## config.mk

```make
export PLATFORM = sky130hd
export DESIGN_NAME = crc_seq_fsm
export DESIGN_NICKNAME = d
export VERILOG_FILES = /design/src/rtl/crc_serial_pkg.sv /design/src/rtl/crc_seq_fsm.sv
export SDC_FILE = /design/constraint.sdc
export NUM_CORES = 1
export LEC_CHECK = 0
export ABC_AREA = 1
export BUFFER_PORTS_ARGS = -buffer_cell sky130_fd_sc_hd__buf_2
export CAP_MARGIN = 20
export CORE_AREA = 2 2 39 41
export CTS_CLUSTER_DIAMETER = 100
export DETAILED_ROUTE_END_ITERATION = 10
export DIE_AREA = 0 0 41 43
export GPL_TIMING_DRIVEN = 0
export HOLD_SLACK_MARGIN = 0.08
export PLACE_DENSITY_LB_ADDON = 0.12
export SYNTH_ARGS = -nofsm -noshare
export SYNTH_HDL_FRONTEND = slang
export SYNTH_SLANG_ARGS = --single-unit
```

## constraint.sdc

```tcl
create_clock -name clk -period 1.5 [get_ports clk]
set_input_delay 0.3 -clock clk [delete_from_list [all_inputs] [get_ports clk]]
set_output_delay 0.3 -clock clk [all_outputs]
set_load 0.02 [all_outputs]
```

## src/rtl/crc_serial_pkg.sv

```systemverilog
package crc_serial_pkg;

    localparam int unsigned CRC_W_DEFAULT = 32;
    localparam logic [31:0] CRC_GEN_DEFAULT = 32'h04C1_1DB7;

    typedef enum logic [1:0] {
        ST_TAKE     = 2'd0,
        ST_SHIFT    = 2'd1,
        ST_TAKE_SUM = 2'd2,
        ST_REPORT   = 2'd3
    } chk_state_t;

endpackage

```

## src/rtl/crc_seq_fsm.sv

```systemverilog
module crc_seq_fsm
    import crc_serial_pkg::*;
#(
    parameter int unsigned W = 32
) (
    input  logic clk,
    input  logic rst_n,
    input  logic start_i,
    input  logic in_valid_i,
    input  logic in_last_i,
    output logic in_ready_o,
    output logic load_o,
    output logic step_o,
    output logic init_o,
    output logic sum_take_o,
    output logic res_valid_o
);

    localparam int unsigned          CNT_W    = $clog2(W);
    localparam logic [CNT_W-1:0]     LAST_BIT = CNT_W'(W - 1);

    chk_state_t       state_q, state_d;
    logic [CNT_W-1:0] cnt_q;
    logic             last_q;
    logic             accept;

    always_ff @(posedge clk or negedge rst_n) begin
        if (!rst_n) begin
            state_q <= ST_TAKE;
        end else begin
            state_q <= state_d;
        end
    end

    always_comb begin
        state_d = state_q;
        if (start_i) begin
            state_d = ST_TAKE;
        end else begin
            unique case (state_q)
                ST_TAKE:     if (in_valid_i) state_d = ST_SHIFT;
                ST_SHIFT:    if (cnt_q == LAST_BIT) state_d = last_q ? ST_TAKE_SUM : ST_TAKE;
                ST_TAKE_SUM: if (in_valid_i) state_d = ST_REPORT;
                ST_REPORT:   state_d = ST_TAKE;
            endcase
        end
    end

    always_comb begin
        in_ready_o  = (state_q == ST_TAKE) || (state_q == ST_TAKE_SUM);
        accept      = in_valid_i && in_ready_o && !start_i;
        load_o      = accept && (state_q == ST_TAKE);
        sum_take_o  = accept && (state_q == ST_TAKE_SUM);
        step_o      = (state_q == ST_SHIFT) && !start_i;
        init_o      = start_i || sum_take_o;
        res_valid_o = (state_q == ST_REPORT);
    end

    always_ff @(posedge clk or negedge rst_n) begin
        if (!rst_n) begin
            cnt_q  <= '0;
            last_q <= 1'b0;
        end else if (load_o) begin
            cnt_q  <= '0;
            last_q <= in_last_i;
        end else if (step_o) begin
            cnt_q  <= cnt_q + 1'b1;
        end
    end

    AST_BUSY_AFTER_LOAD: assert property (@(posedge clk) disable iff (!rst_n)
        load_o |=> !in_ready_o);

    AST_RESULT_FROM_SUM: assert property (@(posedge clk) disable iff (!rst_n)
        res_valid_o |-> $past(sum_take_o));

    AST_RESULT_ONE_CYCLE: assert property (@(posedge clk) disable iff (!rst_n)
        res_valid_o |=> !res_valid_o);

endmodule

```

Yosys cells after proc, flatten, opt, wreduce, memory -nomap -nowiden --
Cells that the tools add are included.
Cells by class: shift-type cells 0, mux-type cells 8, reductions and logical operators 11, add/subtract/negate cells 1, $lt $le $gt $ge 0, multiply operators 0, bitwise gates (word level) 0, eq/ne operators 7, div/mod/pow operators 0
Operators by type and width (number):
- 2-to-1 mux 2 bit | 5
- 2-to-1 mux 5 bit | 2
- != test 3 bit, second input constant | 3
- case mux 2 bit (4 select lines) | 1
- adder 5 x 1 -> 5 bit, second input constant | 1
- == test 5 bit, second input constant | 1
- logical AND 1 bit | 5
- == test 2 bit, second input constant | 2
- AND reduction 3 bit | 1
- == test 2 x 1 -> 1 bit, second input constant | 1
- logical NOT 2 bit | 1
- logical OR 1 bit | 2
- nonzero test 2 bit | 1
- logical NOT 1 bit | 1
Word-level totals: flip-flop bits (word level) 8, output and inout port bits 6, ROM bits 0, memory bits (writable) 0, latch bits 0, logic and storage cells 30, memories 0, input bits 5

Longest topological paths before layout --
Gate-level depths: netlist of the first run.
depth after elaboration 6, depth in mapped cells 8, mapped depth without buffers 8

Worst setup path before layout of the first run --
Ideal clock, no wire load.
path type register -> output, start point register state_q[0], end point output port init_o, data required time 1200 ps, path slack 23 ps, buffers on the path 0, stages on the path, launching flop included 4, data arrival time 1177 ps, path through dfrtp_1 -> nor2_2 -> nand2_1 -> o21ai_0
On the way: longest elaborated chain between the ends 6, elaborated cells on any way between the ends 7, those cells by class eq/ne: 1; reduce/logical: 6
RTL lines:
- from (decl) | line crc_seq_fsm.sv:22 | chk_state_t state_q, state_d;
- from (signal assigned) | line crc_seq_fsm.sv:31 | state_q <= state_d;
- == test 2 bit or logical NOT 2 bit (tied branches) | line crc_seq_fsm.sv:50, crc_seq_fsm.sv:53
- logical OR 1 bit | line crc_seq_fsm.sv:50 | in_ready_o = (state_q == ST_TAKE) || (state_q == ST_TAKE_SUM);
- logical AND 1 bit (2 in a row) | line crc_seq_fsm.sv:51 | accept = in_valid_i && in_ready_o && !start_i;
- logical AND 1 bit * | line crc_seq_fsm.sv:53 | sum_take_o = accept && (state_q == ST_TAKE_SUM);
- logical OR 1 bit * | line crc_seq_fsm.sv:55 | init_o = start_i || sum_take_o;
- to (decl) | line crc_seq_fsm.sv:14 | output logic init_o,
Mark *: on every way between the ends. The rest lies on a longest branch, timed or not.

Worst setup path in the final report of the first run --
Ends and elaborated chain as after synthesis.

==> metrics.txt, run 1 <==
# TYPE chip_impl_metric gauge
chip_impl_info{name="run_status",value="finished, final reports clean"} 1
chip_impl_metric{name="placement.io_buffers",unit=""} 10
chip_impl_metric{name="chipWidth",unit="µm"} 41
chip_impl_info{name="reg2reg_from",value="cnt_q[0]"} 1
chip_impl_metric{name="finished_cell_area",unit="µm²"} 642
chip_impl_metric{name="placed_area",unit="µm²"} 541
chip_impl_info{name="leading_cell_type_in_the_layout_fill_and_taps_excluded",value="sky130_fd_sc_hd__nand2_1"} 1
chip_impl_info{name="timing.critical_path.cells",value="nor2_4 -> nand2_2 -> o21ai_2 -> buf_6"} 1
chip_impl_metric{name="worst_ep_arrival_time",unit="ns"} 1.15
chip_impl_metric{name="power.density_cell_area",unit="nW/µm²"} 1010
chip_impl_info{name="worstReg2RegEnd",value="state_q[1]"} 1
chip_impl_metric{name="postLayoutCoreUtil",unit="%"} 46.4
chip_impl_metric{name="ioPinCount",unit=""} 11
chip_impl_metric{name="synth_sequential_area_ratio",unit="%"} 42.6
chip_impl_info{name="yosys.area.top_type",value="sky130_fd_sc_hd__dfrtp_1"} 1
chip_impl_metric{name="synthesis.nets",unit=""} 68
chip_impl_metric{name="tightest_slew",unit="ns"} 0.182
chip_impl_metric{name="worst-path-buf-inv",unit=""} 1
chip_impl_info{name="critical_path.slowest_cell",value="sky130_fd_sc_hd__dfrtp_2"} 1
chip_impl_info{name="yosys-top-cells-area",value="sky130_fd_sc_hd__dfrtp_1, sky130_fd_sc_hd__nand2_1, sky130_fd_sc_hd__nand3_1"} 1
chip_impl_metric{name="globalRouteOverflowTotal",unit=""} 0
chip_impl_metric{name="yosys.cell_types.count",unit=""} 14
chip_impl_info{name="grt_setup_unrepaired",value="true"} 1
chip_impl_info{name="min_from",value="in_last_i"} 1
chip_impl_info{name="worst_path_dominant_cell_family",value="flip-flops"} 1
chip_impl_metric{name="final_stage_net_count",unit=""} 90
chip_impl_metric{name="stdcell_count",unit=""} 97
chip_impl_info{name="holdCritPathClass",value="in -> reg"} 1
chip_impl_metric{name="timing.final.setup_violations",unit=""} 0
chip_impl_metric{name="core_region_area",unit="µm²"} 1380
chip_impl_metric{name="num_antenna_cells",unit=""} 0
chip_impl_metric{name="drt_first_iter_violations",unit=""} 5
chip_impl_metric{name="slew-limit-headroom",unit="%"} 87.8
chip_impl_metric{name="antenna_found_initial",unit=""} 0
chip_impl_metric{name="hold-path-cell-count",unit=""} 3
chip_impl_metric{name="hold_violations",unit=""} 0
chip_impl_metric{name="total_number_of_vias",unit=""} 454
chip_impl_info{name="critical_path.endpoint_type",value="primary output"} 1
chip_impl_metric{name="cts-root-to-sink-buffers",unit=""} 2
chip_impl_metric{name="fp-row-count",unit=""} 14
chip_impl_metric{name="worst-r2r-setup-slack",unit="ns"} 0.13
chip_impl_metric{name="crit_required",unit="ns"} 1.20
chip_impl_metric{name="multiInputGateArea",unit="µm²"} 248
chip_impl_metric{name="cts.reportedPaths.clkPinSlew",unit="ns"} 0.05
chip_impl_metric{name="final_wtd_congestion",unit=""} 0.729
chip_impl_metric{name="dr.pass1.iters",unit=""} 4
chip_impl_info{name="critPathKind",value="reg -> out"} 1
chip_impl_metric{name="synth.yosys.warnings",unit=""} 0
chip_impl_metric{name="place_worst_setup_slack",unit="ns"} 0.133
chip_impl_metric{name="timing_max_transition_violations_final",unit=""} 0
chip_impl_metric{name="ys_ff_latch",unit=""} 8
chip_impl_metric{name="clock-sinks",unit=""} 8
chip_impl_metric{name="cp_max_fo",unit=""} 3
chip_impl_metric{name="grt_max_degree",unit=""} 10
chip_impl_metric{name="finalWirelength",unit="mm"} 1.06
chip_impl_metric{name="finClkSkew",unit="ns"} 0.00218
chip_impl_metric{name="wl_per_cell",unit="µm"} 10.9
chip_impl_info{name="clk_root_buffer_cell",value="sky130_fd_sc_hd__clkbuf_4"} 1
chip_impl_metric{name="slowest_delay",unit="ns"} 0.43
chip_impl_metric{name="cap_viol_max_count",unit=""} 0
chip_impl_metric{name="final_min_period_over_clock_period",unit="%"} 96.9
chip_impl_metric{name="initial_utilization",unit="%"} 34.0
chip_impl_metric{name="syn_inst",unit=""} 61
chip_impl_metric{name="drc_errors",unit=""} 0
chip_impl_metric{name="period_minus_slack",unit="ns"} 1.45
chip_impl_metric{name="final_critical_path_setup_slack",unit="ns"} 0.0469
chip_impl_info{name="min_delay_worst_endpoint",value="last_q"} 1
chip_impl_metric{name="dieHeight",unit="µm"} 43
chip_impl_metric{name="drive_gt1_share",unit="%"} 35.8
chip_impl_metric{name="worstRegToRegCells",unit=""} 8
chip_impl_metric{name="layout.area.seq",unit="µm²"} 201
chip_impl_metric{name="total_power",unit="mW"} 0.647
chip_impl_metric{name="maxClockFrequency",unit="MHz"} 688
chip_impl_info{name="startpoint_type",value="flop"} 1
chip_impl_metric{name="grt_first_pass_wirelength",unit="mm"} 1.64
chip_impl_metric{name="vdd_ir_drop_max",unit="mV"} 0.728
chip_impl_metric{name="die_area",unit="µm²"} 1760
chip_impl_info{name="tritoncts",value="yes"} 1
chip_impl_metric{name="leakage",unit="nW"} 0.367
chip_impl_info{name="most-common-layout-cells",value="sky130_fd_sc_hd__nand2_1, sky130_fd_sc_hd__nand3_1, sky130_fd_sc_hd__buf_4"} 1
chip_impl_metric{name="clock_tree.htree_level_count",unit=""} 1
chip_impl_metric{name="post_drt_via_cell_ratio",unit=""} 4.68
chip_impl_metric{name="worst_skew_pair.late_latency",unit="ns"} 0.25
chip_impl_metric{name="synth_top_area_share",unit="%"} 42.6
chip_impl_metric{name="final.fill_count",unit=""} 139
chip_impl_metric{name="postSynthAreaPerCell",unit="µm²"} 7.71
chip_impl_metric{name="ant_nets",unit=""} 0
chip_impl_metric{name="detailed_place_hpwl",unit="µm"} 741
chip_impl_metric{name="clock_buffers_created_by_tritoncts",unit=""} 3
chip_impl_metric{name="first_global_vias",unit=""} 392
chip_impl_metric{name="gr-usage-all-layers",unit="%"} 14.3
chip_impl_metric{name="synth_area",unit="µm²"} 470
chip_impl_metric{name="synthToLayoutAreaGrowth",unit="%"} 36.4
chip_impl_metric{name="placed_cells_incl_taps",unit=""} 87
## routing by layer
metal | wire length, µm | vias to the layer above | GRT usage [%]
li1 | - | 241 | -
met4 | 15 | 0 | 8.00
met3 | 45 | 2 | 4.71
met5 | 0 | - | 0
met2 | 498 | 11 | 20.6
met1 | 502 | 200 | 17.9
## kinds of logic (layout without fill, tap and decap cells)
logic type,Yosys count,after routing,share of synthesized area (%)
compound gates,2,2,2.13
simple gates,39,39,41.0
xor+xnor,1,1,1.86
fa+ha+maj,2,2,5.32
flops,8,8,42.6
buf+inv,9,29,7.18
## worst min-delay path: cells and delay by family
| kind | cells | cell delay [ns] |
|---|---|---|
| AND/OR/NAND/NOR | 2 | 0.08 |
| buffers and inverters | 1 | 0.07 |
## cells in the mapped netlist (all sizes together)
cell,n
xor2,1
ha,2
inv,9
nand3,11
nor2,5
o21ai,2
nand2,20
nand4,3
dfrtp,8
## metrics by stage
| step | TNS (ns) | hold WS (ns) |
|---|---|---|
| 2_1_floorplan | 0 | 0.00441 |
| 3_3_place_gp | 0 | 0.157 |
| 3_5_place_dp | 0 | 0.154 |
| 4_1_cts | 0 | 0.246 |
| 5_1_grt | -0.0414 | 0.257 |
| 6_report | 0 | 0.250 |
## state kept, by name, indices dropped and copies added, names as in the netlist
register / count
state_q: 2
cnt_q: 5
last_q: 1
## worst max-delay path by stage
stage                 endpoint  startpoint  cells after the start  slack, ns
floorplan               init_o  state_q[0]                      3       0.02
global placement    state_q[1]    cnt_q[0]                      8       0.12
detailed placement  state_q[1]    cnt_q[0]                      8       0.13
CTS                     init_o  state_q[0]                      4     0.0003
global route            init_o  state_q[0]                      4      -0.04
finish                  init_o  state_q[0]                      4       0.05
## repair_timing
action,CTS,global route
buffers inserted,5,1
endpoints found under the hold margin,8,0
hold buffers,1,0
resized for setup,5,4
endpoints found under the setup margin,4,2
pin swaps,3,1
## where the power goes
part,internal (mW),switching (mW)
registers,0.255,0.0428
clock network,0.0910,0.0648
logic,0.0833,0.110
total,0.429,0.218
## cell type report
| class | instances | share of cell area [%] |
|---|---|---|
| multi-input combinational | 44 | 38.6 |
| sequential | 8 | 31.4 |
| timing repair buffer | 17 | 18.1 |
| inverter | 9 | 5.26 |
| clock buffer | 3 | 3.51 |
| tap | 16 | 3.12 |
Power figures use the tool's default switching activity.
==> run 2: changes to the inputs <==
- ABC_AREA: 1 -> unset
==> metrics.txt, run 2 <==
# TYPE chip_impl_metric gauge
chip_impl_info{name="startpoint_type",value="flop"} 1
chip_impl_metric{name="multiInputGateArea",unit="µm²"} 236
chip_impl_metric{name="power.density_cell_area",unit="nW/µm²"} 892
chip_impl_info{name="yosys.area.top_type",value="sky130_fd_sc_hd__dfrtp_1"} 1
chip_impl_info{name="dominantRegCellSynth",value="sky130_fd_sc_hd__dfrtp_1"} 1
chip_impl_metric{name="leakage",unit="nW"} 0.308
chip_impl_metric{name="clockPowerShare",unit="%"} 28.9
chip_impl_metric{name="vdd_ir_drop_max",unit="mV"} 0.442
chip_impl_metric{name="initial_utilization",unit="%"} 29.5
chip_impl_info{name="yosys-top-cells-area",value="sky130_fd_sc_hd__dfrtp_1, sky130_fd_sc_hd__a21oi_1, sky130_fd_sc_hd__ha_1"} 1
chip_impl_metric{name="drt_first_iter_violations",unit=""} 8
chip_impl_metric{name="dr.pass1.iters",unit=""} 4
chip_impl_metric{name="synth_sequential_area_ratio",unit="%"} 49.1
chip_impl_metric{name="drive_gt1_share",unit="%"} 50.0
chip_impl_metric{name="clock_buffers_created_by_tritoncts",unit=""} 3
chip_impl_metric{name="period_minus_slack",unit="ns"} 1.57
chip_impl_metric{name="total_number_of_vias",unit=""} 394
chip_impl_info{name="run_status",value="complete, but fails checks"} 1
chip_impl_info{name="clk_root_buffer_cell",value="sky130_fd_sc_hd__clkbuf_4"} 1
chip_impl_metric{name="final.fill_count",unit=""} 140
chip_impl_metric{name="gr-usage-all-layers",unit="%"} 14.2
chip_impl_metric{name="p_sw",unit="mW"} 0.156
chip_impl_metric{name="wl_per_cell",unit="µm"} 13.1
chip_impl_metric{name="first_global_vias",unit=""} 362
chip_impl_info{name="most-common-layout-cells",value="sky130_fd_sc_hd__dfrtp_1, sky130_fd_sc_hd__buf_4, sky130_fd_sc_hd__buf_2"} 1
chip_impl_metric{name="layout.area.seq",unit="µm²"} 201
chip_impl_metric{name="syn_inst",unit=""} 40
chip_impl_info{name="reg.largest.list",value="cnt_q x5, state_q x2, last_q x1"} 1
chip_impl_info{name="critPathKind",value="reg -> out"} 1
chip_impl_metric{name="timing.final.setup_violations",unit=""} 3
chip_impl_metric{name="ys_ff_latch",unit=""} 8
chip_impl_info{name="min_from",value="in_last_i"} 1
chip_impl_metric{name="yosys.cell_types.count",unit=""} 20
chip_impl_metric{name="synth_area",unit="µm²"} 408
chip_impl_metric{name="dieHeight",unit="µm"} 43
chip_impl_metric{name="synth.yosys.warnings",unit=""} 0
chip_impl_metric{name="grt_first_pass_wirelength",unit="mm"} 1.59
chip_impl_metric{name="final_stage_net_count",unit=""} 71
chip_impl_info{name="critical_path.endpoint_type",value="primary output"} 1
chip_impl_metric{name="finished_cell_area",unit="µm²"} 639
chip_impl_metric{name="clock-sinks",unit=""} 8
chip_impl_info{name="violations_in_the_final_reports",value="negative setup slack"} 1
chip_impl_metric{name="synthesis.nets",unit=""} 47
chip_impl_metric{name="num_antenna_cells",unit=""} 0
chip_impl_metric{name="met2WireLength",unit="µm"} 515
chip_impl_metric{name="globalRouteOverflowTotal",unit=""} 0
chip_impl_info{name="max_flop_register",value="cnt_q"} 1
chip_impl_metric{name="timing_max_transition_violations_final",unit=""} 0
chip_impl_metric{name="dr_wl_met3",unit="µm"} 85
chip_impl_metric{name="ant_nets",unit=""} 0
chip_impl_metric{name="worst_skew_pair.late_latency",unit="ns"} 0.26
chip_impl_info{name="holdCritPathClass",value="in -> reg"} 1
chip_impl_metric{name="cp_max_fo",unit=""} 6
chip_impl_info{name="ys_top_cells_by_count",value="sky130_fd_sc_hd__dfrtp_1, sky130_fd_sc_hd__a21oi_1, sky130_fd_sc_hd__nand2_1"} 1
chip_impl_metric{name="slew-limit-headroom",unit="%"} 79.1
chip_impl_metric{name="worst-r2r-setup-slack",unit="ns"} -0.05
chip_impl_metric{name="hold-path-cell-count",unit=""} 2
chip_impl_metric{name="fp-row-count",unit=""} 14
chip_impl_info{name="grt_setup_unrepaired",value="true"} 1
chip_impl_metric{name="tightest_slew",unit="ns"} 0.309
chip_impl_metric{name="cap_viol_max_count",unit=""} 0
chip_impl_metric{name="core_region_area",unit="µm²"} 1380
chip_impl_metric{name="postSynthAreaPerCell",unit="µm²"} 10.2
chip_impl_metric{name="crit_required",unit="ns"} 1.20
chip_impl_metric{name="ioPinCount",unit=""} 11
chip_impl_metric{name="chipWidth",unit="µm"} 41
chip_impl_metric{name="synth_top_area_share",unit="%"} 49.1
chip_impl_metric{name="die_area",unit="µm²"} 1760
chip_impl_info{name="synth.most_common_cell",value="sky130_fd_sc_hd__dfrtp_1"} 1
chip_impl_metric{name="antenna_found_initial",unit=""} 0
chip_impl_info{name="min_delay_worst_endpoint",value="last_q"} 1
chip_impl_metric{name="largest_register_ffs",unit=""} 5
chip_impl_metric{name="detailed_place_hpwl",unit="µm"} 611
chip_impl_metric{name="power_frac_seq",unit="%"} 45.3
chip_impl_metric{name="total_power",unit="mW"} 0.570
chip_impl_metric{name="finClkSkew",unit="ns"} 0.00702
chip_impl_metric{name="final_min_period_over_clock_period",unit="%"} 105
chip_impl_metric{name="post_drt_via_cell_ratio",unit=""} 5.05
chip_impl_info{name="highest_layer",value="met4"} 1
chip_impl_metric{name="maxClockFrequency",unit="MHz"} 636
chip_impl_metric{name="cts.reportedPaths.clkPinSlew",unit="ns"} 0.05
chip_impl_metric{name="internal_power",unit="mW"} 0.415
chip_impl_metric{name="synthToLayoutAreaGrowth",unit="%"} 56.7
chip_impl_metric{name="clock_tree.htree_level_count",unit=""} 1
chip_impl_metric{name="placed_area",unit="µm²"} 489
chip_impl_metric{name="cts-root-to-sink-buffers",unit=""} 2
chip_impl_metric{name="grt_max_degree",unit=""} 9
chip_impl_metric{name="hold_violations",unit=""} 0
chip_impl_metric{name="worstRegToRegCells",unit=""} 4
chip_impl_info{name="reg2reg_from",value="state_q[1]"} 1
chip_impl_metric{name="placement.io_buffers",unit=""} 10
chip_impl_metric{name="synth_enable_flop_cells",unit=""} 0
chip_impl_info{name="tritoncts",value="yes"} 1
chip_impl_metric{name="comb_pwr_share",unit="%"} 25.8
chip_impl_metric{name="final_wtd_congestion",unit=""} 0.703
chip_impl_metric{name="final_critical_path_setup_slack",unit="ns"} -0.0734
chip_impl_metric{name="async_sr_flop_fraction",unit="%"} 100
chip_impl_metric{name="finalWirelength",unit="mm"} 1.02
chip_impl_metric{name="drt-met1-wl",unit="µm"} 408
chip_impl_metric{name="power.share.switching",unit="%"} 27.3
chip_impl_metric{name="worst_ep_arrival_time",unit="ns"} 1.27
chip_impl_info{name="worstReg2RegEnd",value="cnt_q[3]"} 1
chip_impl_metric{name="drc_errors",unit=""} 0
-- run 2: through the flow --
stage / hold slack [ns] / setup TNS, ns / util (%) / instances / setup WS, ns
floorplan: 0.00441 / -0.0331 / - / 40 / -0.0331
CTS: 0.274 / -0.273 / 43.8 / 76 / -0.0897
detailed placement: 0.154 / -0.0140 / 35.4 / 66 / -0.00961
finish: 0.282 / -0.191 / 46.2 / 78 / -0.0734
global placement: 0.150 / -0.00246 / 35.4 / 66 / -0.00246
global route: 0.283 / -0.490 / 46.2 / 78 / -0.135
-- run 2: cell families after synthesis --
kind of cell,after synthesis,share of synthesized area [%]
AOI/OAI and AO/OA,6,7.36
xor gates and xnor gates,2,4.30
adders and majority gates,2,6.13
buffers and inverters,2,1.84
DFF,8,49.1
muxes,1,2.76
and+or+nand+nor,19,28.5
-- run 2: per-layer routing --
layer,vias up,GRT usage (%)
met3,2,4.71
li1,187,-
met5,-,0
met1,188,17.5
met4,0,10.0
met2,17,19.7
-- run 2: worst max-delay path, cell delays in order (launching register included) --
cell and delay (ns):
sky130_fd_sc_hd__dfrtp_2 0.44, sky130_fd_sc_hd__or3b_4 0.41, sky130_fd_sc_hd__inv_4 0.07, sky130_fd_sc_hd__buf_6 0.10
-- run 2: power by group through the flow --
stage          clock [mW]  sequential, mW  combinational, mW
6_report            0.165           0.259              0.147
5_1_grt             0.185           0.262              0.162
4_1_cts             0.173           0.258              0.133
3_5_place_dp            0           0.267             0.0883
3_3_place_gp            0           0.266             0.0876
2_1_floorplan           0           0.262             0.0629
-- run 2: final cells by class --
class,count,share of cell area [%]
Multi-Input combinational cell,30,37.0
Inverter,2,1.57
Timing Repair Buffer,19,23.3
Clock buffer,3,3.52
Sequential cell,8,31.5
Tap cell,16,3.13
-- run 2: repair_timing --
action | in CTS | in global routing
hold endpoints to repair | 8 | 0
setup buffers | 6 | 2
gates resized for setup | 14 | 4
hold buffers | 1 | 0
endpoints found under the setup margin | 5 | 7
pin swaps | 3 | 3
-- run 2: worst max path at each step --
stage | slack (ns) | start | to | depth (start not counted)
6_report | -0.07 | state_q[1] | step_o | 3
3_5_place_dp | -0.01 | start_i | step_o | 4
3_3_place_gp | -0.002 | cnt_q[0] | state_q[0] | 5
5_1_grt | -0.13 | state_q[0] | init_o | 4
4_1_cts | -0.09 | state_q[1] | step_o | 3
2_1_floorplan | -0.03 | state_q[0] | init_o | 3
